File: src/rtl/pt_pkg.sv
package pt_pkg;

    localparam int PT_DW    = 32;
    localparam int PT_BE_W  = PT_DW / 8;
    localparam int PT_OFS_W = 8;

    // data register offset decoded by the bridge
    localparam logic [PT_OFS_W-1:0] PT_DATA_OFS = 8'h2C;

    typedef enum logic [1:0] {
        ST_IDLE,
        ST_ADDR,
        ST_DATA,
        ST_HOLD
    } pt_state_e;

    typedef struct packed {
        logic [1:0]         region;
        logic [PT_BE_W-1:0] be_n;
    } pt_status_t;

    // a phase retires when all three low-active strobes meet at an edge
    function automatic logic phase_done(input logic wr_n, input logic rdy_n,
                                        input logic attn_n);
        return !wr_n && !rdy_n && !attn_n;
    endfunction

endpackage

File: src/rtl/pt_status_capture.sv
module pt_status_capture
    import pt_pkg::*;
(
    input  logic             clk,
    input  logic             rst,
    input  logic             take_status,
    input  pt_status_t       status_in,
    input  logic             take_addr,
    input  logic [PT_DW-1:0] addr_in,
    output pt_status_t       status_q,
    output logic [PT_DW-1:0] addr_q
);

    always_ff @(posedge clk) begin
        if (rst) begin
            status_q <= '{region: 2'b00, be_n: '1};
            addr_q   <= '0;
        end else begin
            if (take_status) status_q <= status_in;
            if (take_addr)   addr_q   <= addr_in;
        end
    end

endmodule

File: src/rtl/pt_pacer.sv
module pt_pacer #(
    parameter int GAP = 1
) (
    input  logic clk,
    input  logic rst,
    input  logic restart,
    input  logic consumed,
    output logic open_slot
);

    generate
        if (GAP == 0) begin : g_free
            logic unused_in;
            assign unused_in = clk ^ rst ^ restart ^ consumed;
            assign open_slot = 1'b1;
        end else begin : g_gap
            localparam int GW = $clog2(GAP + 1);
            localparam logic [GW-1:0] GAP_V = GW'(GAP);
            logic [GW-1:0] cnt_q;

            always_ff @(posedge clk) begin
                if (rst || restart) begin
                    cnt_q <= '0;
                end else if (consumed) begin
                    cnt_q <= GAP_V;
                end else if (cnt_q != '0) begin
                    cnt_q <= cnt_q - 1'b1;
                end
            end

            assign open_slot = (cnt_q == '0);
        end
    endgenerate

endmodule

File: src/rtl/pt_ctrl.sv
module pt_ctrl
    import pt_pkg::*;
#(
    parameter int HOLD_CYC = 2,
    parameter bit WR_HOLD  = 1'b1
) (
    input  logic clk,
    input  logic rst,
    input  logic attn_n,
    input  logic burst_n,
    input  logic wr_dir,
    input  logic src_valid,
    input  logic pace_open,
    output logic start,
    output logic take_addr,
    output logic adr_rd_n,
    output logic sel_n,
    output logic drive_data,
    output logic wr_n,
    output logic rdy_n,
    output logic complete
);

    localparam int HW = $clog2(HOLD_CYC + 1);
    localparam logic [HW-1:0] HOLD_LAST = HW'(HOLD_CYC - 1);

    pt_state_e       state_q, state_d;
    logic            in_burst_q;
    logic [HW-1:0]   hold_q;
    logic            burst_seen, burst_over, rdy_ok, in_data;

    assign in_data    = (state_q == ST_DATA);
    assign burst_seen = in_burst_q || !burst_n;
    assign burst_over = in_burst_q && burst_n;
    assign rdy_ok     = in_data && !burst_over && src_valid && pace_open;

    assign start      = (state_q == ST_IDLE) && !attn_n && !wr_dir;
    assign take_addr  = (state_q == ST_ADDR);
    assign adr_rd_n   = !take_addr;
    assign sel_n      = !(take_addr || in_data);
    assign drive_data = in_data;
    assign rdy_n      = !rdy_ok;

    generate
        if (WR_HOLD) begin : g_wr_hold
            assign wr_n = !(in_data && !burst_over);
        end else begin : g_wr_follow
            assign wr_n = !rdy_ok;
        end
    endgenerate

    assign complete = phase_done(wr_n, rdy_n, attn_n);

    always_comb begin
        state_d = state_q;
        unique case (state_q)
            ST_IDLE: if (start) state_d = ST_ADDR;
            ST_ADDR: state_d = ST_DATA;
            ST_DATA: begin
                if (burst_over)                   state_d = ST_HOLD;
                else if (complete && !burst_seen) state_d = ST_HOLD;
            end
            ST_HOLD: if (hold_q == HOLD_LAST) state_d = ST_IDLE;
            default: state_d = ST_IDLE;
        endcase
    end

    always_ff @(posedge clk) begin
        if (rst) begin
            state_q    <= ST_IDLE;
            in_burst_q <= 1'b0;
            hold_q     <= '0;
        end else begin
            state_q <= state_d;
            if (start)                   in_burst_q <= 1'b0;
            else if (in_data && !burst_n) in_burst_q <= 1'b1;
            if (state_q != ST_HOLD && state_d == ST_HOLD) hold_q <= HW'(1);
            else if (state_q == ST_HOLD)                  hold_q <= hold_q + 1'b1;
        end
    end

endmodule

File: src/rtl/pt_read_agent.sv
module pt_read_agent
    import pt_pkg::*;
#(
    parameter int GAP      = 1,
    parameter int HOLD_CYC = 2,
    parameter bit WR_HOLD  = 1'b1
) (
    input  logic                clk,
    input  logic                rst,
    input  logic                attn_n,
    input  logic                burst_n,
    input  logic                wr_dir,
    input  logic [1:0]          region_in,
    input  logic [PT_BE_W-1:0]  be_in_n,
    input  logic [PT_DW-1:0]    bridge_rdata,
    output logic                adr_rd_n,
    output logic                sel_n,
    output logic [PT_OFS_W-1:0] reg_ofs,
    output logic [PT_BE_W-1:0]  reg_be_n,
    output logic                wr_n,
    output logic                rdy_n,
    output logic [PT_DW-1:0]    wdata,
    input  logic                src_valid,
    input  logic [PT_DW-1:0]    src_data,
    output logic                src_pop,
    output logic [PT_DW-1:0]    host_addr,
    output logic [1:0]          host_region,
    output logic [PT_BE_W-1:0]  host_be_n
);

    logic       start, take_addr, drive_data, complete, pace_open;
    pt_status_t status_in, status_q;

    assign status_in = '{region: region_in, be_n: be_in_n};

    pt_ctrl #(.HOLD_CYC(HOLD_CYC), .WR_HOLD(WR_HOLD)) u_ctrl (
        .clk        (clk),
        .rst        (rst),
        .attn_n     (attn_n),
        .burst_n    (burst_n),
        .wr_dir     (wr_dir),
        .src_valid  (src_valid),
        .pace_open  (pace_open),
        .start      (start),
        .take_addr  (take_addr),
        .adr_rd_n   (adr_rd_n),
        .sel_n      (sel_n),
        .drive_data (drive_data),
        .wr_n       (wr_n),
        .rdy_n      (rdy_n),
        .complete   (complete)
    );

    pt_pacer #(.GAP(GAP)) u_pacer (
        .clk       (clk),
        .rst       (rst),
        .restart   (start),
        .consumed  (complete),
        .open_slot (pace_open)
    );

    pt_status_capture u_cap (
        .clk         (clk),
        .rst         (rst),
        .take_status (start),
        .status_in   (status_in),
        .take_addr   (take_addr),
        .addr_in     (bridge_rdata),
        .status_q    (status_q),
        .addr_q      (host_addr)
    );

    assign host_region = status_q.region;
    assign host_be_n   = status_q.be_n;
    assign reg_ofs     = sel_n ? '0 : PT_DATA_OFS;
    assign reg_be_n    = sel_n ? '1 : '0;
    assign wdata       = drive_data ? src_data : '0;
    assign src_pop     = complete;

endmodule

File: config.mk
export PLATFORM = sky130hd
export DESIGN_NAME = pt_read_agent
export DESIGN_NICKNAME = d
export VERILOG_FILES = /design/src/rtl/pt_pkg.sv /design/src/rtl/pt_status_capture.sv /design/src/rtl/pt_pacer.sv /design/src/rtl/pt_ctrl.sv /design/src/rtl/pt_read_agent.sv
export SDC_FILE = /design/constraint.sdc
export NUM_CORES = 1
export LEC_CHECK = 0
export BUFFER_PORTS_ARGS = -buffer_cell sky130_fd_sc_hd__buf_4
export CAP_MARGIN = 20
export CORE_ASPECT_RATIO = 1.25
export CORE_MARGIN = 10
export CORE_UTILIZATION = 42
export CTS_CLUSTER_DIAMETER = 40
export DETAILED_ROUTE_END_ITERATION = 10
export GPL_TIMING_DRIVEN = 0
export PLACE_DENSITY = 0.85
export SLEW_MARGIN = 30
export SYNTH_ARGS = -nofsm -noshare
export SYNTH_HDL_FRONTEND = slang
export SYNTH_SLANG_ARGS = --single-unit
File: constraint.sdc
create_clock -name clk -period 2.85 [get_ports clk]
set_input_delay 0 -clock clk [delete_from_list [all_inputs] [get_ports clk]]
set_output_delay 0 -clock clk [all_outputs]
set_load 0.03 [all_outputs]
==> results.txt, run 1 <==
The flow ran to the end, and the final reports show no timing, DRC or antenna violations. In the synthesized netlist the async set-or-reset flop fraction comes to 0%. The residual DRC count came out at 0. The count of fill cells added during filler insertion is 317.

The routed layout has about 2300 vias. Traced cell by cell, the critical path runs through inv_2 > ha_1 > nor3b_4 > buf_2 > a211o_1 > dlygate4sd3_1. The category of the worst setup path launch point is a flop. Synthesis produced a netlist whose cell count is around 220. STA classifies the critical path endpoint as a flop. The number of hold violations in the final report is 0. The largest stage delay on the critical path is around 0.56 ns. The routability congestion estimate is about 0.77. The routed via count divided by cell count came out at between 4 and 5. The HPWL after detailed placement is roughly 6000 µm. For this design the static power due to leakage is between 1.5 and 2 nW. Timing would allow up to a little under 0.5 GHz. The critical path in this run is classified as flop to flop. The total wirelength of the detailed-routed design came out at roughly 8300 µm. In this run the critical register-to-register path is captured at u_cap.status_q[0].

The biggest area contributor in the post-synthesis netlist is sky130_fd_sc_hd__dfxtp_1. In this run the mean area of a mapped cell was 9.52 µm². Across all register-to-register paths, the minimum setup slack is roughly 0.80 ns.

The initial antenna violation count is 1. After routing, the total negative slack on setup checks comes to 0 ns. The number of enable flip-flop cells after synthesis came out at 0. TritonCTS built the clock tree.

The clock insertion delay at the later pin of the skew report is around 0.3 ns. The largest fanout on the critical path came out at 10. The global-route wire length before repair came out at 12200 µm.

After detailed routing, the average wire length per cell comes to 16.9 µm. After synthesis the netlist holds a flip-flop and latch count of 44. The count of buffers from port buffering came out at 156.

The endpoint arrival time on the critical path came out at 2.23 ns. The length in cells of the worst reg-to-reg path came out at 6. The overall routing resource usage came out at just under 20%.

The count of distinct cell types in the synthesized netlist came out at 32. The number of buffers between clock root and the deepest sink is 2. IR analysis of the VDD net gives a maximum drop of around 0.00041 V. The floorplan step defined a die boundary enclosing between 8000 and 9000 µm². The layout-stage area growth over the synthesis result is 86.2%.

The worst hold slack is 0.0571 ns. The worst hold path terminates at u_ctrl.in_burst_q. The main flop type after synthesis is sky130_fd_sc_hd__dfxtp_1. In this run the count of I/O pins placed on the die edge is about 160. Clock-pin slew was measured on the worst setup and hold paths at around 0.08 ns.

After routing the design area is 3850 µm². The count of yosys warnings during synthesis came out at 0. Row generation in the floorplan step produced 28 rows.

Summing all placed instances gives a cell area of roughly 3300 µm². The number of max-slew violations in the final report is 0. The post-synth design cell area is between 2000 and 2500 µm². The floorplan step set the die height to about 98 µm. In this run the most critical hold path is launched from burst_n. After the first detailed-routing iteration, the DRC count stood at 71. Yosys attributes the largest share of cell area to sky130_fd_sc_hd__dfxtp_1 43%, sky130_fd_sc_hd__mux2i_1 16%, sky130_fd_sc_hd__and2_1 9.7%. The worst path uses approximately 70% of the clock period. The count of nets after finishing came out at between 500 and 600. The core outline area is 4760 µm².

Counting I/O delays and the setup requirement, the final critical path takes ~2 ns. Among all stages on the critical path, the largest delay is contributed by sky130_fd_sc_hd__dlygate4sd3_1. The post-placement worst setup slack is between 1 and 1.5 ns.

The H-tree generated during clock tree synthesis spans 2 levels. The post-synthesis sequential area ratio came out at between 40% and 50%. The top-area cell type share of the netlist area came out at about 43%. The die boundary width is 82.7 µm. The min-delay analysis places its worst path in the category input pin to flop. CTS saw between 40 and 50 sinks. The number of search-and-repair iterations in the first detailed-routing pass came out at 4. The pin count of the biggest net entering global routing is 15. The share of layout cells above drive strength 1 is between 40% and 50%. Setup violations remaining at the end of the flow were counted as 0.

The clock skew came out at 0.0112 ns. The leftover overflow at the end of global routing is 0. Once the floorplan was initialized, standard cells occupied between 40% and 50% of the core. The worst hold path cell count is 4. The tool flagged a number of max-cap violations equal to 0.

The number of buffers created by CTS came out at 5. The power density over the cells is about 420 nW/µm². CTS placed an instance of sky130_fd_sc_hd__clkbuf_8 at the clock tree root. The number of global-route vias before repair is 2416. The startpoint identified for the worst register-to-register timing path is u_ctrl.state_q[1].

The endpoint required time on the critical path came out at 3.03 ns. The post-detailed-route count of antenna-violating nets came out at 0. The smallest setup slack after layout is around 0.80 ns.

Setup repair after global routing left no endpoint under its margin.
## power breakdown
group          leakage, nW  total, W  switching, W  internal (W)
Combinational         1.44  0.000525      0.000269      0.000257
Clock               0.0516  0.000416      0.000217      0.000198
Sequential           0.358  0.000673     0.0000218      0.000651
Total                 1.85   0.00161      0.000508       0.00111
## cell usage after synthesis (2+ instances only)
cell type,instances
sky130_fd_sc_hd__inv_2,2
sky130_fd_sc_hd__nor2b_1,5
sky130_fd_sc_hd__nor3_1,2
sky130_fd_sc_hd__ha_1,7
sky130_fd_sc_hd__clkbuf_1,7
sky130_fd_sc_hd__nand2_1,2
sky130_fd_sc_hd__nor2_1,36
sky130_fd_sc_hd__inv_1,5
sky130_fd_sc_hd__and2_1,32
sky130_fd_sc_hd__buf_6,2
sky130_fd_sc_hd__buf_2,4
sky130_fd_sc_hd__a211o_1,4
sky130_fd_sc_hd__buf_4,11
sky130_fd_sc_hd__a21oi_1,3
sky130_fd_sc_hd__mux2i_1,34
sky130_fd_sc_hd__dfxtp_1,44
sky130_fd_sc_hd__a211oi_1,2
## critical path, delay by kind of cell (launching register included)
kind                     cells  cell delay (ns)
AO/OA/AOI/OAI                1             0.31
adder cells (fa/ha/maj)      1             0.19
buffers and inverters        3             0.83
flip-flops                   1             0.44
AND/OR/NAND/NOR              1             0.16
## kinds of logic after synthesis
kind of cell / share of synthesized area (%)
compound gates: 5.63
simple gates: 21.6
other cells: 0.182
buf+inv: 9.27
flops: 42.6
fa+ha+maj: 4.24
mux: 16.5
## how the worst max path moves through the flow
stage / end / from / depth (start not counted) / slack, ns
2_1_floorplan: src_pop / u_ctrl.state_q[0] / 5 / 1.20
3_3_place_gp: u_ctrl.hold_q[1] / u_ctrl.state_q[1] / 6 / 1.20
3_5_place_dp: u_ctrl.hold_q[1] / u_ctrl.state_q[0] / 6 / 1.15
4_1_cts: u_cap.status_q[0] / u_ctrl.state_q[1] / 6 / 0.83
5_1_grt: u_cap.status_q[0] / u_ctrl.state_q[1] / 6 / 0.71
6_report: u_cap.status_q[0] / u_ctrl.state_q[1] / 6 / 0.80
## per-layer routing
metal,global-route usage (%),vias to the layer above,wire length [µm]
met5,0,-,0
met4,8.39,0,257
met3,6.82,19,950
met2,37.0,111,4430
met1,16.5,1014,2610
li1,-,1117,-
## registers in the layout, summed over array words and instances, names as in the netlist
name and cells:
u_cap.addr_q 32, u_ctrl.in_burst_q 1, u_ctrl.state_q 2, u_pacer.g_gap.cnt_q 1, u_cap.status_q 6, u_ctrl.hold_q 2
## placed cells by master (no fill, tap or decap)
cell type,n
sky130_fd_sc_hd__mux2i_1,34
sky130_fd_sc_hd__nor3b_1,1
sky130_fd_sc_hd__inv_2,2
sky130_fd_sc_hd__nand2_1,2
sky130_fd_sc_hd__nor3b_4,1
sky130_fd_sc_hd__o41ai_1,1
sky130_fd_sc_hd__nand3_1,1
sky130_fd_sc_hd__nor4_1,1
sky130_fd_sc_hd__clkbuf_1,7
sky130_fd_sc_hd__a211oi_1,2
sky130_fd_sc_hd__o21a_1,1
sky130_fd_sc_hd__clkinv_2,1
sky130_fd_sc_hd__a211o_1,4
sky130_fd_sc_hd__buf_2,4
sky130_fd_sc_hd__dfxtp_1,44
sky130_fd_sc_hd__conb_1,5
sky130_fd_sc_hd__nand4b_1,1
sky130_fd_sc_hd__or3b_2,1
sky130_fd_sc_hd__or3_1,1
sky130_fd_sc_hd__o221ai_1,1
sky130_fd_sc_hd__o2111ai_1,1
sky130_fd_sc_hd__nor2b_1,5
sky130_fd_sc_hd__o31a_1,1
sky130_fd_sc_hd__ha_1,7
sky130_fd_sc_hd__nor3_1,2
sky130_fd_sc_hd__diode_2,1
sky130_fd_sc_hd__buf_4,167
sky130_fd_sc_hd__dlygate4sd3_1,42
sky130_fd_sc_hd__clkbuf_8,7
sky130_fd_sc_hd__and2_1,32
sky130_fd_sc_hd__buf_6,2
sky130_fd_sc_hd__a21oi_1,3
sky130_fd_sc_hd__nor2_1,36
sky130_fd_sc_hd__inv_1,5
sky130_fd_sc_hd__inv_6,1
sky130_fd_sc_hd__a32oi_1,1
## through the flow
| stage | utilization (%) | instances | power, W |
|---|---|---|---|
| 2_1_floorplan | - | 221 | 0.000959 |
| 3_3_place_gp | 69.8 | 437 | 0.00115 |
| 3_5_place_dp | 69.8 | 437 | 0.00116 |
| 4_1_cts | 80.7 | 487 | 0.00161 |
| 6_report | 80.7 | 488 | 0.00161 |
| 5_1_grt | 80.7 | 488 | 0.00168 |
## final cells by class
class	instances	area (µm²)	area share, %
antenna	1	2.50	0.0651
buffer	25	165	4.29
clock buffer	6	82.6	2.15
clock inverter	2	13.8	0.358
inverter	7	26.3	0.683
multi-input combinational	145	1010	26.2
sequential	44	881	22.9
tap	60	75.1	1.95
timing repair buffer	198	1590	41.4
## repair_timing
action,4_1_cts,5_1_grt
hold buffers,42,0
endpoints found under the hold margin,41,0
resized for setup,0,0
buffers inserted,0,0
(Power assumes the default switching activity.)
==> run 2: changes to the inputs <==
ABC_AREA = 1   (was default)
CORE_UTILIZATION = 39   (was 42)
PLACE_DENSITY = 0.79   (was 0.85)
clock period = 1.9 ns   (was 2.85 ns; I/O delays follow)
==> run 2 against run 1 <==
Net effect:
- sequential power up 84%
- largest cell class unchanged
- largest power group is now combinational logic
- synthesized cell count up 41%
- sequential share of layout area about the same
==> results.txt, run 2 <==
The share of synthesized flip-flops with an asynchronous set or reset is 0%. Leaving out fill and tap cells, the most frequent cell in the layout is sky130_fd_sc_hd__buf_4. The library cells used most frequently in the layout, excluding fill and tap cells, are 169 x sky130_fd_sc_hd__buf_4, 76 x sky130_fd_sc_hd__nor2_1, 49 x sky130_fd_sc_hd__nand2_1, 47 x sky130_fd_sc_hd__inv_1, 43 x sky130_fd_sc_hd__dfxtp_1. The core outline area came out at around 5100 µm².

After synthesis, the cell types taking the most area are sky130_fd_sc_hd__dfxtp_1 42%, sky130_fd_sc_hd__nor2_1 14%, sky130_fd_sc_hd__nand2_1 8.8%. The largest fanout on the critical path is 16. The global-route wire length before repair came out at between 10000 and 15000 µm. The number of max-slew violations in the final report came out at 0.

TritonCTS built the clock tree. The count of nets after finishing came out at 598. The mapped netlist covers about 2100 µm². The number of flip-flops in the largest register is 32.

The total via count after detailed routing came out at 2617. The congestion estimate from routability-driven global placement came to approximately 0.82. The die boundary width came out at roughly 85 µm.

Among all stages on the critical path, the largest delay is contributed by sky130_fd_sc_hd__dfxtp_1. STA classifies the critical path startpoint as a flop. Across the routed clock network, the largest skew measured is around 0.0072 ns. The number of buffers created by CTS came out at 5. The top register by number of flip-flops is u_cap.addr_q. For this block, the routed nets add up to between 8000 and 9000 µm of wire. In this run the deepest clock path goes through 2 buffers. The path class of the lowest-slack min-delay path is input pin to flop. The number of global-route vias before repair is approximately 2700. The top-area cell type share of the netlist area came out at a little over two fifths. The H-tree depth reported by CTS is 2. Clock tree synthesis selected as its root buffer the cell sky130_fd_sc_hd__clkbuf_8. Pin placement for this block handled approximately 160 I/O pins. The floorplan step set the die height to 102 µm.

The placed wire-length estimate came out at between 6000 and 7000 µm. The number of enable flip-flop cells after synthesis is 0. The critical path buffer and inverter count is 3. Dividing the detail-routed wire length by the instance count gives 15.4 µm. Walking the worst path, the cells encountered are inv_1 > ha_1 > inv_2 > clkbuf_2 > nor2_1 > nor2_1. At the worst endpoint, the arrival time is 1.88 ns. The number of antenna diodes in the final layout is 0.

The cell type group with the largest total delay on the critical path is buffers and inverters. Cells with a size suffix above 1 make up 37.3% of the layout. The critical path in this run is classified as flop to flop.

sky130_fd_sc_hd__dfxtp_1 takes more of the synthesized area than any other cell. On the worst path, the slowest cell contributes a delay of 0.42 ns. Clock-pin slew was measured on the worst setup and hold paths at about 0.09 ns. The maximum clock frequency came out at about 0.61 GHz.

Synthesis produced between 300 and 400 cells. The routed via count divided by cell count came out at 4.54. The total leakage power came out at between 2 and 2.5 nW. The share of the Yosys chip area taken by registers is between 40 and 50%. The starting utilization of the core area came out at 40.7%. The most instantiated library cell after synthesis is sky130_fd_sc_hd__nor2_1. The starting DRC count in detailed routing came out at 64.

The count of buffers from port buffering is ~160. In this run the power density over the cells is roughly 1200 nW/µm². The number of hold violations in the final report is 0. The count of yosys warnings during synthesis is 0. The largest registers in the layout are u_cap.addr_q: 32 flops, u_cap.status_q: 6 flops. The residual DRC count is 0.

The endpoint required time on the critical path came out at between 2 and 2.5 ns. The total die area came out at between 8000 and 9000 µm². From synthesis to final layout, the design area changed by 84.7%. The pin count of the biggest net entering global routing is 17. The number of setup violations in the final report is 0. The clock net in this run drives a total of 44 sinks. The total number of placement rows is 29. Clock latency on the worst-skew pair, taken at its later pin, is 0.30 ns. The flow ran to the end, and the final reports show no timing, DRC or antenna violations. The post-route minimum period is 1.65 ns. Among all flip-flop cells after synthesis, the most frequent one is sky130_fd_sc_hd__dfxtp_1. Setup repair after global routing left no endpoint under its margin. The worst setup slack for register-to-register paths is roughly 0.25 ns.

The total negative slack is 0 ns. For this run, the number of standard cells in the final layout without fillers is 577. The hold path startpoint is wr_dir. The overall routing resource usage came out at between 10% and 20%. The max-capacitance violation count came out at 0.

The reg-to-reg critical path startpoint is u_ctrl.state_q[1]. The initial antenna violation count came to 0. In this run the worst setup path begins at u_ctrl.state_q[1]. The post-detailed-route count of antenna-violating nets came out at 0. The average cell area after synthesis came out at between 6 and 7 µm². After synthesis, the most frequently instantiated cells are 76 x sky130_fd_sc_hd__nor2_1, 49 x sky130_fd_sc_hd__nand2_1, 47 x sky130_fd_sc_hd__inv_1. After synthesis, the netlist uses 21 different library cells. The endpoint type of the worst setup path is a flop. The cell with the most instances on the worst path is sky130_fd_sc_hd__nor2_1. The maximum vdd drop came out at between 0.0008 and 0.0009 V. Of the available clock period, the critical path in the final layout requires just under 90%.

The pre-antenna-repair detailed-routing pass consisted of 4 iterations. Once placement completed, the tool counted placed cells totaling 530. The total overflow left after global routing is 0. The number of register bits inferred by synthesis came out at 44.
run 2: cell count changes after synthesis, sizes merged, moves of 2 or more:
cell and change:
mux2i -34, buf -5, nor2 +41, a211o -4, nand2 +50, nor2b -5
o21ai +37, nand3 +7, clkbuf +5, inv +42, and2 -32, nor3b -2
run 2: final cells by class:
| type | count | area (µm²) |
|---|---|---|
| Timing Repair Buffer | 198 | 1590 |
| Fill cell | 371 | 1270 |
| Multi-Input combinational cell | 193 | 892 |
| Sequential cell | 44 | 882 |
| Inverter | 49 | 184 |
| Buffer | 24 | 141 |
| Tap cell | 62 | 77.6 |
| Clock buffer | 6 | 72.6 |
| Clock inverter | 1 | 5.00 |
run 2: cells by family (layout without fill, tap and decap cells):
| logic type | count (synthesis) | in the layout | share of synthesized area, % |
|---|---|---|---|
| buf+inv | 74 | 278 | 15.5 |
| compound gates | 41 | 41 | 10.5 |
| simple gates | 140 | 140 | 27.2 |
| flops | 44 | 44 | 42.3 |
| fa+ha+maj | 7 | 7 | 4.21 |
| other cells | 1 | 5 | 0.180 |
run 2: path summary, 6_finish.rpt:
check                      end  cells after the start
max           u_cap.addr_q[26]                      6
min reg2reg  u_cap.status_q[2]                      2
max reg2reg   u_cap.addr_q[26]                      6
min          u_cap.status_q[0]                      4
run 2: worst reg2reg max path, delay by kind of cell (launching register included):
family	cells	cell delay, ns
adder cells (fa/ha/maj)	1	0.28
flip-flops	1	0.42
AND/OR/NAND/NOR	2	0.21
buffers and inverters	3	0.68
run 2: repair_timing:
| item | CTS | global route |
|---|---|---|
| gates cloned | 0 | 0 |
| endpoints found under the hold margin | 43 | 0 |
| setup buffers | 0 | 0 |
| hold buffers | 41 | 0 |
| setup endpoints to repair | 1 | 37 |
| resized for setup | 0 | 11 |
run 2: power by group:
group | switching, W | internal (W) | total (W)
logic | 0.00168 | 0.00101 | 0.00269
registers | 0.000120 | 0.00112 | 0.00124
clock network | 0.000323 | 0.000251 | 0.000574
total | 0.00212 | 0.00238 | 0.00451
run 2: metal layers:
metal  wire [µm]  share of wire, %  GRT usage, %  vias to the layer above
met4          73              0.82          3.81                        0
li1            -                 -             -                     1319
met1        3550                40          20.7                     1156
met5           0                 0             0                        -
met3        1140                13          10.6                        8
met2        4140                46          33.6                      134
run 2: metrics by stage:
stage,worst slack [ns],power (W),area (µm²),hold WS (ns),utilization [%]
final,0.250,0.00451,3840,0.0218,75.1
after floorplan,0.298,0.00287,2100,0.0691,-
after global routing,0.113,0.00477,3840,0.0503,75.1
after global placement,0.325,0.00383,3350,0.197,65.5
after CTS,0.0693,0.00449,3840,0.0223,75.0
after detailed placement,0.286,0.00386,3350,0.198,65.5
